File: src/rtl/cascade_alu.sv
module cascade_alu #(
  parameter int WIDTH = 16
) (
  input  logic [WIDTH-1:0] x,
  input  logic [WIDTH-1:0] y,
  input  logic [5:0]       ctl,
  output logic [WIDTH-1:0] res,
  output logic             zr,
  output logic             ng
);
  localparam int CLR_X = 5;
  localparam int INV_X = 4;
  localparam int CLR_Y = 3;
  localparam int INV_Y = 2;
  localparam int SEL_ADD = 1;
  localparam int INV_OUT = 0;

  logic [WIDTH-1:0] xz, xc, yz, yc, comb;

  assign xz = ctl[CLR_X] ? '0 : x;
  assign xc = ctl[INV_X] ? ~xz : xz;
  assign yz = ctl[CLR_Y] ? '0 : y;
  assign yc = ctl[INV_Y] ? ~yz : yz;

  assign comb = ctl[SEL_ADD] ? (xc + yc) : (xc & yc);
  assign res  = ctl[INV_OUT] ? ~comb : comb;

  assign zr = ~|res;
  assign ng = res[WIDTH-1];
endmodule


File: config.mk
export PLATFORM = sky130hd
export DESIGN_NAME = cascade_alu
export DESIGN_NICKNAME = d
export VERILOG_FILES = /design/src/rtl/cascade_alu.sv
export SDC_FILE = /design/constraint.sdc
export NUM_CORES = 1
export LEC_CHECK = 0
export ABC_AREA = 1
export BUFFER_PORTS_ARGS = -buffer_cell sky130_fd_sc_hd__buf_2
export CORE_MARGIN = 2
export CORE_UTILIZATION = 45
export DETAILED_ROUTE_END_ITERATION = 12
export PLACE_DENSITY = 0.71
export SLEW_MARGIN = 0
export SYNTH_ARGS = -nofsm -noshare
export SYNTH_HDL_FRONTEND = slang
export SYNTH_SLANG_ARGS = --single-unit
File: constraint.sdc
create_clock -name vclk -period 3.9
set_clock_uncertainty 0.15 [all_clocks]
set_input_delay 0.585 -clock vclk [all_inputs]
set_output_delay 0.585 -clock vclk [all_outputs]
set_load 0.005 [all_outputs]
Yosys cells after proc, flatten, opt, wreduce, memory -nomap -nowiden --
Index checks and enable logic that the tools add are counted. Widths: inputs -> output; s select.
Word-level totals: register bits 0, input bits 38, word-level logic and storage cells 13
Operators by class: add/subtract/negate cells 1, muxes and demuxes 6, bitwise gates (word level) 4, reductions and logical operators 2
Operators by type and width (number):
- $mux 16 | 6
- $not 16->16 | 3
- $add 16x16->16 | 1
- $and 16x16->16 | 1
- $reduce_or 16->1 | 1
- $logic_not 1->1 | 1

Longest topological paths before layout --
Gate-level depths: netlist of run 1.
depth after elaboration 9, mapped depth 20

Least setup slack after synthesis of run 1 --
OpenSTA, ideal clock, no wires.
path type input-to-output, from input ctl[4], to output zr, arrival 2.897 ns, slack 0.268 ns, cell stages on the path 18, path through clkbuf_1 buf_2 xnor2_1 ha_1 fa_1 nand3_1 nand2_1 nand2_1 nand2_1 nand2_2 nand2_1 nand2_1 nand3_1 nand3_1 nand2_1 nor2_1 nand2_1 nor2_1
On the way: word-level cells in the longest chain between the ends 7, elaborated cells on any way between the ends 8, classes of those cells add/sub: 1; mux: 3; bitwise: 2; reduce/logical: 2
Ends and longest elaborated chain:
- start, declared | RTL line 6 | input logic [5:0] ctl,
- $mux 16 * | RTL line 21 | assign xc = ctl[INV_X] ? ~xz : xz;
- $add 16x16->16 or $and 16x16->16 (tied branches) | RTL line 25 | assign comb = ctl[SEL_ADD] ? (xc + yc) : (xc & yc);
- $mux 16 * | RTL line 25
- $not 16->16 | RTL line 26 | assign res = ctl[INV_OUT] ? ~comb : comb;
- $mux 16 * | RTL line 26
- via res[12] | RTL line 7 | output logic [WIDTH-1:0] res,
- $reduce_or 16->1 * | RTL line 28 | assign zr = ~|res;
- $logic_not 1->1 * | RTL line 28
- end, declared | RTL line 8 | output logic zr,
Mark *: on every way through the listed nets, which the timed path passes. The rest lies on a longest branch.

Worst setup path after layout of run 1 --
from input ctl[2], to output zr
On the way: word-level cells in the longest chain between the ends 7, elaborated cells on any way between the ends 8, classes of those cells add/sub: 1; mux: 3; bitwise: 2; reduce/logical: 2
Ends and longest elaborated chain:
- $mux 16 * | RTL line 23 | assign yc = ctl[INV_Y] ? ~yz : yz;
- $add 16x16->16 or $and 16x16->16 (tied branches) | RTL line 25
- $mux 16 * | RTL line 25
- $not 16->16 | RTL line 26
- $mux 16 * | RTL line 26
- $reduce_or 16->1 * | RTL line 28
- $logic_not 1->1 * | RTL line 28
Mark *: on every way between the ends. The rest lies on a longest branch, timed or not.

==> qor.yml, run 1 <==
sta:
  slew_headroom: 0.672
  setup-violations-final: 0
  whs_ns: 1.52
  period_minus_slack_ns: 3.59
  drv_slew: 0
  final.setup.tns_ns: 0
  hold_viol_final: 0
  fin_ws_ns: 0.309
  max_freq_ghz: 0.278
  rsz0062_at_grt: "no"
  min_period_over_period: 0.921
  worst_pin_slew_ns: 0.491
yosys:
  syn-num-nets: 478
  synth_compound_gate_area_share: 0.0311
  synth-adder-area-share: 0.103
  syn_area_mm2: 0.00213
  synth_mux_area_frac: 0
  synth.most_common_cell: "nand2_1"
  post_synth_num_cell_types: 25
  yosys.area.top_type: "nand2_1"
  synth_top_family_by_area: "simple AND/OR/NAND/NOR gates"
  netlist_top_cells_count: "nand2_1 (169), inv_1 (76), nand3_1 (54)"
  syn_area_per_cell_um2: 5.04
  synth-xor-area-share: 0.132
  ys_top_cells_by_area: "nand2_1 (30%), inv_1 (13%), xor2_1 (13%)"
  synthCells: 423
  yosysSeqAreaShare: 0
  yosysWarnings: 0
  synth_top_area_share: 0.298
  synth-simple-area-share: 0.561
finish:
  drive_gt1_frac: 0.217
  fillers: 511
  ff_latch_area_um2: 0
  seq_cells: 0
  fin_util: 0.538
  area_growth_pct: 17.0
  antenna_cells: 0
  nets: 528
  fin_area_mm2: 0.00249
  layout.clock_buffers: 0
global_route:
  grt.overflow.total: 0
  grt_pass1_wl_um: 9090
  antenna_found_initial: 0
  grt_pass1_vias: 2095
  grtUsageTotal: 0.203
  grt_max_degree: 24
placement:
  place_worst_setup_slack_ns: 0.192
  dp_hpwl_um: 4590
  gp_congestion: 0.961
  io_buffer_count: 56
  placed_cell_area_mm2: 0.00244
route:
  vias: 2506
  drt-total-wl_um: 5470
  vias_per_cell: 4.77
  drtPass1Iterations: 4
  post_drt_wl_per_cell_um: 10.4
  drcViolationCount: 0
  wl_met3_um: 330
  met2_wirelength_um: 2430
  ant_nets: 0
  first_iter_violations: 167
  highest_layer: "met4"
  wl_met1_um: 2680
setup_path:
  criticalPathCategory: "in -> out"
  crit_buf_inv: 5
  crit_fanout: 12
  required_ns: 3.16
  critPathTopFamily: "simple AND/OR/NAND/NOR gates"
  cp-end-kind: "output pin"
  cpMaxStageDelayCell: "ha_1"
  start_kind: "input pin"
  crit_top_cell: "nand2_1"
  crit_chain: "buf_2 -> buf_4 -> xor2_1 -> inv_1 -> ha_1 -> nand2_2 -> inv_1 -> a21oi_2 -> nand2_2 -> nand2_1 -> nand3_1 -> nand2_1 -> nand2_1 -> nand2_1 -> nand3_1 -> nor2_1 -> nand3_1 -> nor2_1 -> buf_2"
  crit_arrival_ns: 2.86
  max_stage_delay_ns: 0.34
cts:
  postCtsHoldBufs: 0
floorplan:
  fp.coreArea_mm2: 0.00463
  num_rows: 25
  fp.dieH_um: 72.8
  start_util: 0.460
  dieArea_mm2: 0.00530
  ios: 56
  fp.dieW_um: 72.8
power_and_ir_drop:
  p_leak_nw: 1.58
  power_density_mw_per_mm2: 231
  peakVddDrop_mv: 0.0896
outcome:
  outcome: "finished, final reports clean"
job:
  cap_violations: 0
hold_path:
  hold_path.class: "in -> out"
## final cells by class
cell class,instances,area (um2),share of cell area
multi-input cells,330,1800,0.721
well taps,54,67.6,0.0271
inverters,80,300,0.120
repair buffers,61,327,0.131
## cells by family (layout without fill, tap and decap cells)
| kind of cell | count (synthesis) | count (layout) |
|---|---|---|
| buf+inv | 93 | 141 |
| xor+xnor | 32 | 32 |
| compound gates | 12 | 12 |
| fa+ha+maj | 17 | 17 |
| simple gates | 269 | 269 |
## worst paths after layout
check | from | endpoint | slack, ns | depth (start not counted)
worst max-delay path | ctl[2] | zr | 0.31 | 19
worst min-delay path | ctl[0] | res[5] | 1.52 | 5
## stage by stage
| step | std cells | total power, W |
|---|---|---|
| floorplan | 423 | 0.000423 |
| global placement | 524 | 0.000546 |
| detailed placement | 524 | 0.000553 |
| CTS | 524 | 0.000556 |
| global route | 525 | 0.000656 |
| finish | 525 | 0.000576 |
## routing by layer
| metal | GRT usage | vias up |
|---|---|---|
| met5 | 0 | - |
| met2 | 0.332 | 82 |
| met3 | 0.00552 | 2 |
| met4 | 0.0165 | 0 |
| li1 | - | 1379 |
| met1 | 0.306 | 1043 |
## layout by cell type, fill, tap and decap left out
cell,netlist,layout
a21oi_1,10,8
a21oi_2,1,3
and2_1,1,1
buf_2,6,57
buf_4,1,1
buf_6,1,3
fa_2,0,1
ha_1,16,13
ha_2,0,2
ha_4,0,1
inv_1,76,74
inv_2,4,6
nand2_1,169,167
nand2_2,10,12
nand3_1,54,54
nand3_2,8,8
nand3b_1,2,2
nand4_1,3,3
nor2_1,15,14
nor2_2,3,4
nor2_4,1,1
nor3_2,1,1
o21bai_1,1,1
or2_2,2,2
xnor2_1,1,1
xor2_1,31,31
## power by group
group	internal (W)	leakage [nW]	total (W)	switching (W)
clock network	0	0	0	0
registers	0	0	0	0
logic	0.000221	1.58	0.000576	0.000356
## repair_timing
action | CTS | global route
endpoints found under the setup margin | 0 | 1
resized for setup | 0 | 15
setup buffers | 0 | 0
(Power assumes the default switching activity.)
==> inputs of run 2 (changes only) <==
==> constraint.sdc (replaced) <==
create_clock -name vclk -period 3.9
set_clock_uncertainty 0.15 [all_clocks]
set_input_delay 0.195 -clock vclk [all_inputs]
set_output_delay 0.195 -clock vclk [all_outputs]
set_load 0.005 [all_outputs]
==> qor.yml, run 2 (synthesized netlist as in run 1, its figures left out) <==
power_and_ir_drop:
  seq_power_share: 0
  p_switching_w: 0.000339
  power.share.clock: 0
  power_density_mw_per_mm2: 227
  peakVddDrop_mv: 0.0832
  p_leak_nw: 1.56
  p_int_w: 0.000209
  pwr-share-comb: 1.000
  switching_share: 0.619
route:
  vias: 2463
  vias_per_cell: 4.74
  first_iter_violations: 157
  drtPass1Iterations: 4
  ant_nets: 0
  drcViolationCount: 0
  post_drt_wl_per_cell_um: 9.84
  drt-total-wl_um: 5120
setup_path:
  crit_fanout: 16
  cp-end-kind: "output pin"
  required_ns: 3.56
  crit_top_cell: "nand2_1"
  crit_arrival_ns: 2.77
  crit_buf_inv: 3
  max_stage_delay_ns: 0.44
  crit_chain: "buf_2 -> inv_1 -> nand2_1 -> xnor2_1 -> ha_1 -> fa_1 -> nand3_1 -> nand2_1 -> nand2_1 -> nand2_1 -> nand2_1 -> nand3_1 -> nand2_1 -> nand2_1 -> nand2_1 -> nand2_1 -> nor2_1 -> nand3_1 -> nor2_1 -> buf_2"
  critPathTopFamily: "simple AND/OR/NAND/NOR gates"
  start_kind: "input pin"
  criticalPathCategory: "in -> out"
  cpMaxStageDelayCell: "fa_1"
global_route:
  grt.overflow.total: 0
  grt_pass1_vias: 2195
  grt_max_degree: 24
  grt_pass1_wl_um: 9110
  grtUsageTotal: 0.201
  antenna_found_initial: 0
finish:
  area_growth_pct: 13.2
  antenna_cells: 0
  ff_latch_area_um2: 0
  fillers: 505
  fin_util: 0.521
  final_cell_mix: "nand2_1 (169), inv_1 (76), buf_2 (56)"
  nets: 523
  layout.clock_buffers: 0
  mostFrequentLayoutCell: "nand2_1"
  drive_gt1_frac: 0.185
  seq_cells: 0
placement:
  gp_congestion: 0.864
  io_buffer_count: 56
  dp_hpwl_um: 4480
sta:
  slew_headroom: 0.659
  setup-violations-final: 0
  hold_viol_final: 0
  drv_slew: 0
  max_freq_ghz: 0.321
  period_minus_slack_ns: 3.12
  final.setup.tns_ns: 0
  min_period_over_period: 0.800
  rsz0062_at_grt: "no"
  worst_pin_slew_ns: 0.511
floorplan:
  num_rows: 25
  fp.coreArea_mm2: 0.00463
  fp.dieH_um: 72.8
  fp.dieW_um: 72.8
  start_util: 0.460
  ios: 56
  dieArea_mm2: 0.00530
cts:
  postCtsHoldBufs: 0
  post-cts-setup-buffers: 0
  ctsResizeCount: 0
hold_path:
  hold_path.class: "in -> out"
job:
  cap_violations: 0
outcome:
  outcome: "finished, final reports clean"
run 2: path summary, 6_finish.rpt:
path	from	end	slack, ns	depth (start not counted)
hold / removal	ctl[0]	res[4]	0.75	4
setup / recovery	ctl[5]	zr	0.78	20
run 2: power by group through the flow:
stage	Clock [W]	Sequential [W]	Combinational (W)
3_5_place_dp	0	0	0.000546
3_3_place_gp	0	0	0.000538
6_report	0	0	0.000548
5_1_grt	0	0	0.000636
4_1_cts	0	0	0.000548
2_1_floorplan	0	0	0.000423
run 2: layout make-up:
| class | count | area (um2) | share of cell area |
|---|---|---|---|
| Tap cell | 54 | 67.6 | 0.0280 |
| Multi-Input combinational cell | 330 | 1760 | 0.731 |
| Timing Repair Buffer | 56 | 280 | 0.116 |
| Inverter | 80 | 300 | 0.125 |
run 2: per-stage QoR:
stage               std cells  hold WS (ns)  worst slack [ns]  power [W]  instance area [um2]
global placement          520         0.751             0.826   0.000538                 2410
CTS                       520         0.747             0.744   0.000548                 2410
global route              520         0.799             0.339   0.000636                 2410
floorplan                 423         0.447              1.05   0.000423                 2130
finish                    520         0.748             0.780   0.000548                 2410
detailed placement        520         0.746             0.745   0.000546                 2410
run 2: layer usage:
layer | track usage | up-vias | part of all wire
met5 | 0 | - | 0
met4 | 0.0103 | 0 | 0.0029
met3 | 0.00829 | 2 | 0.057
met2 | 0.358 | 65 | 0.45
met1 | 0.283 | 1028 | 0.49
li1 | - | 1368 | -
==> inputs of run 3 (changes only) <==
Settings changed: PLACE_DENSITY 0.71 to 0.73.
Clock period 3.9 ns to 2.7 ns, I/O delays scaled along.
==> qor.yml, run 3 (synthesized netlist as in run 1, its figures left out) <==
route:
  first_iter_violations: 131
  drcViolationCount: 0
  drt-total-wl_um: 5370
  ant_nets: 0
  drtPass1Iterations: 4
  vias: 2528
  vias_per_cell: 4.76
  post_drt_wl_per_cell_um: 10.1
finish:
  drive_gt1_frac: 0.254
  layout.clock_buffers: 0
  seq_cells: 0
  fillers: 473
  final_cell_mix: "nand2_1 (164), inv_1 (74), nand3_1 (54)"
  ff_latch_area_um2: 0
  mostFrequentLayoutCell: "nand2_1"
  fin_area_mm2: 0.00266
  antenna_cells: 0
  nets: 534
  stdcell_count: 531
  area_growth_pct: 24.9
floorplan:
  ios: 56
  fp.coreArea_mm2: 0.00463
  start_util: 0.460
  fp.dieH_um: 72.8
  fp.dieW_um: 72.8
  dieArea_mm2: 0.00530
  num_rows: 25
setup_path:
  cp-end-kind: "output pin"
  required_ns: 2.41
  crit_fanout: 12
  start_kind: "input pin"
  criticalPathCategory: "in -> out"
  crit_arrival_ns: 2.34
power_and_ir_drop:
  finalPower_w: 0.000894
  power_density_mw_per_mm2: 336
  peakVddDrop_mv: 0.142
  p_leak_nw: 1.63
global_route:
  grtUsageTotal: 0.200
  antenna_found_initial: 0
  grt.overflow.total: 0
  grt_max_degree: 24
  grt_pass1_vias: 2104
  grt_pass1_wl_um: 9000
hold_path:
  whs_path_depth: 5
  hold_path.class: "in -> out"
  holdCritStartpoint: "ctl[0]"
  hold_path_end: "res[8]"
job:
  cap_violations: 0
sta:
  worst_pin_slew_ns: 0.501
  slew_headroom: 0.666
  final.setup.tns_ns: 0
  drv_slew: 0
  setup-violations-final: 0
  min_period_over_period: 0.972
  hold_viol_final: 0
  period_minus_slack_ns: 2.62
  rsz0062_at_grt: "yes"
  max_freq_ghz: 0.381
placement:
  dp_cells: 530
  gp_congestion: 0.953
  placed_cell_area_mm2: 0.00251
  io_buffer_count: 56
  dp_hpwl_um: 4550
outcome:
  outcome: "finished, final reports clean"
run 3: cell types whose count changed in the layout (fill, tap and decap cells not counted), sizes merged:
cell	change
clkbuf	+2
buf	+9
run 3: report_power, final:
group	internal, W	leakage [nW]	switching [W]
logic	0.000365	1.63	0.000529
registers	0	0	0
clock network	0	0	0
total	0.000365	1.63	0.000529
run 3: worst max path at each step:
stage	from	end	slack, ns	depth (start not counted)
final	ctl[5]	zr	0.08	21
after global routing	ctl[3]	zr	-0.18	20
after CTS	ctl[2]	zr	0.005	17
after detailed placement	ctl[5]	zr	-0.02	20
after global placement	ctl[5]	zr	0.004	21
after floorplan	ctl[4]	zr	0.04	18
run 3: what timing repair did:
item	in CTS	in global routing
cloned	0	0
gates resized for setup	1	33
hold buffers	0	0
pin swaps	0	12
setup endpoints to repair	1	5
setup buffers	0	1
run 3: layer usage:
layer  GRT usage  share of wire  wire length, um  up-vias
met2       0.342           0.43             2330       73
met3     0.00138          0.056              298        4
li1            -              -                -     1394
met4      0.0103         0.0048               26        0
met5           0              0                0        -
met1       0.295           0.50             2710     1057
run 3: worst max-delay path, stage by stage:
cell and delay [ns]:
buf_2 0.11, inv_4 0.07, buf_12 0.13, nand2_1 0.06, xor2_1 0.12, inv_1 0.06, ha_1 0.38, nand2_1 0.17
inv_1 0.06, nand2_1 0.06, nand2_1 0.07, inv_1 0.10, nand3_1 0.11, nand2_1 0.07, nand3_1 0.06, nand3_1 0.09
nand2_1 0.10, nor2_1 0.10, nand3_1 0.08, nor2_1 0.10, buf_2 0.11
run 3: cell type report:
type	count	area (um2)	share of cell area
timing repair buffer	67	410	0.154
tap	54	67.6	0.0254
inverter	80	305	0.115
multi-input combinational	330	1880	0.706
run 3: per-stage QoR:
stage / worst slack, ns / hold WS, ns / util
floorplan: 0.0411 / 0.327 / -
global placement: 0.00403 / 0.626 / 0.542
CTS: 0.00457 / 0.627 / 0.542
global route: -0.176 / 0.656 / 0.575
detailed placement: -0.0173 / 0.627 / 0.542
finish: 0.0759 / 0.626 / 0.575
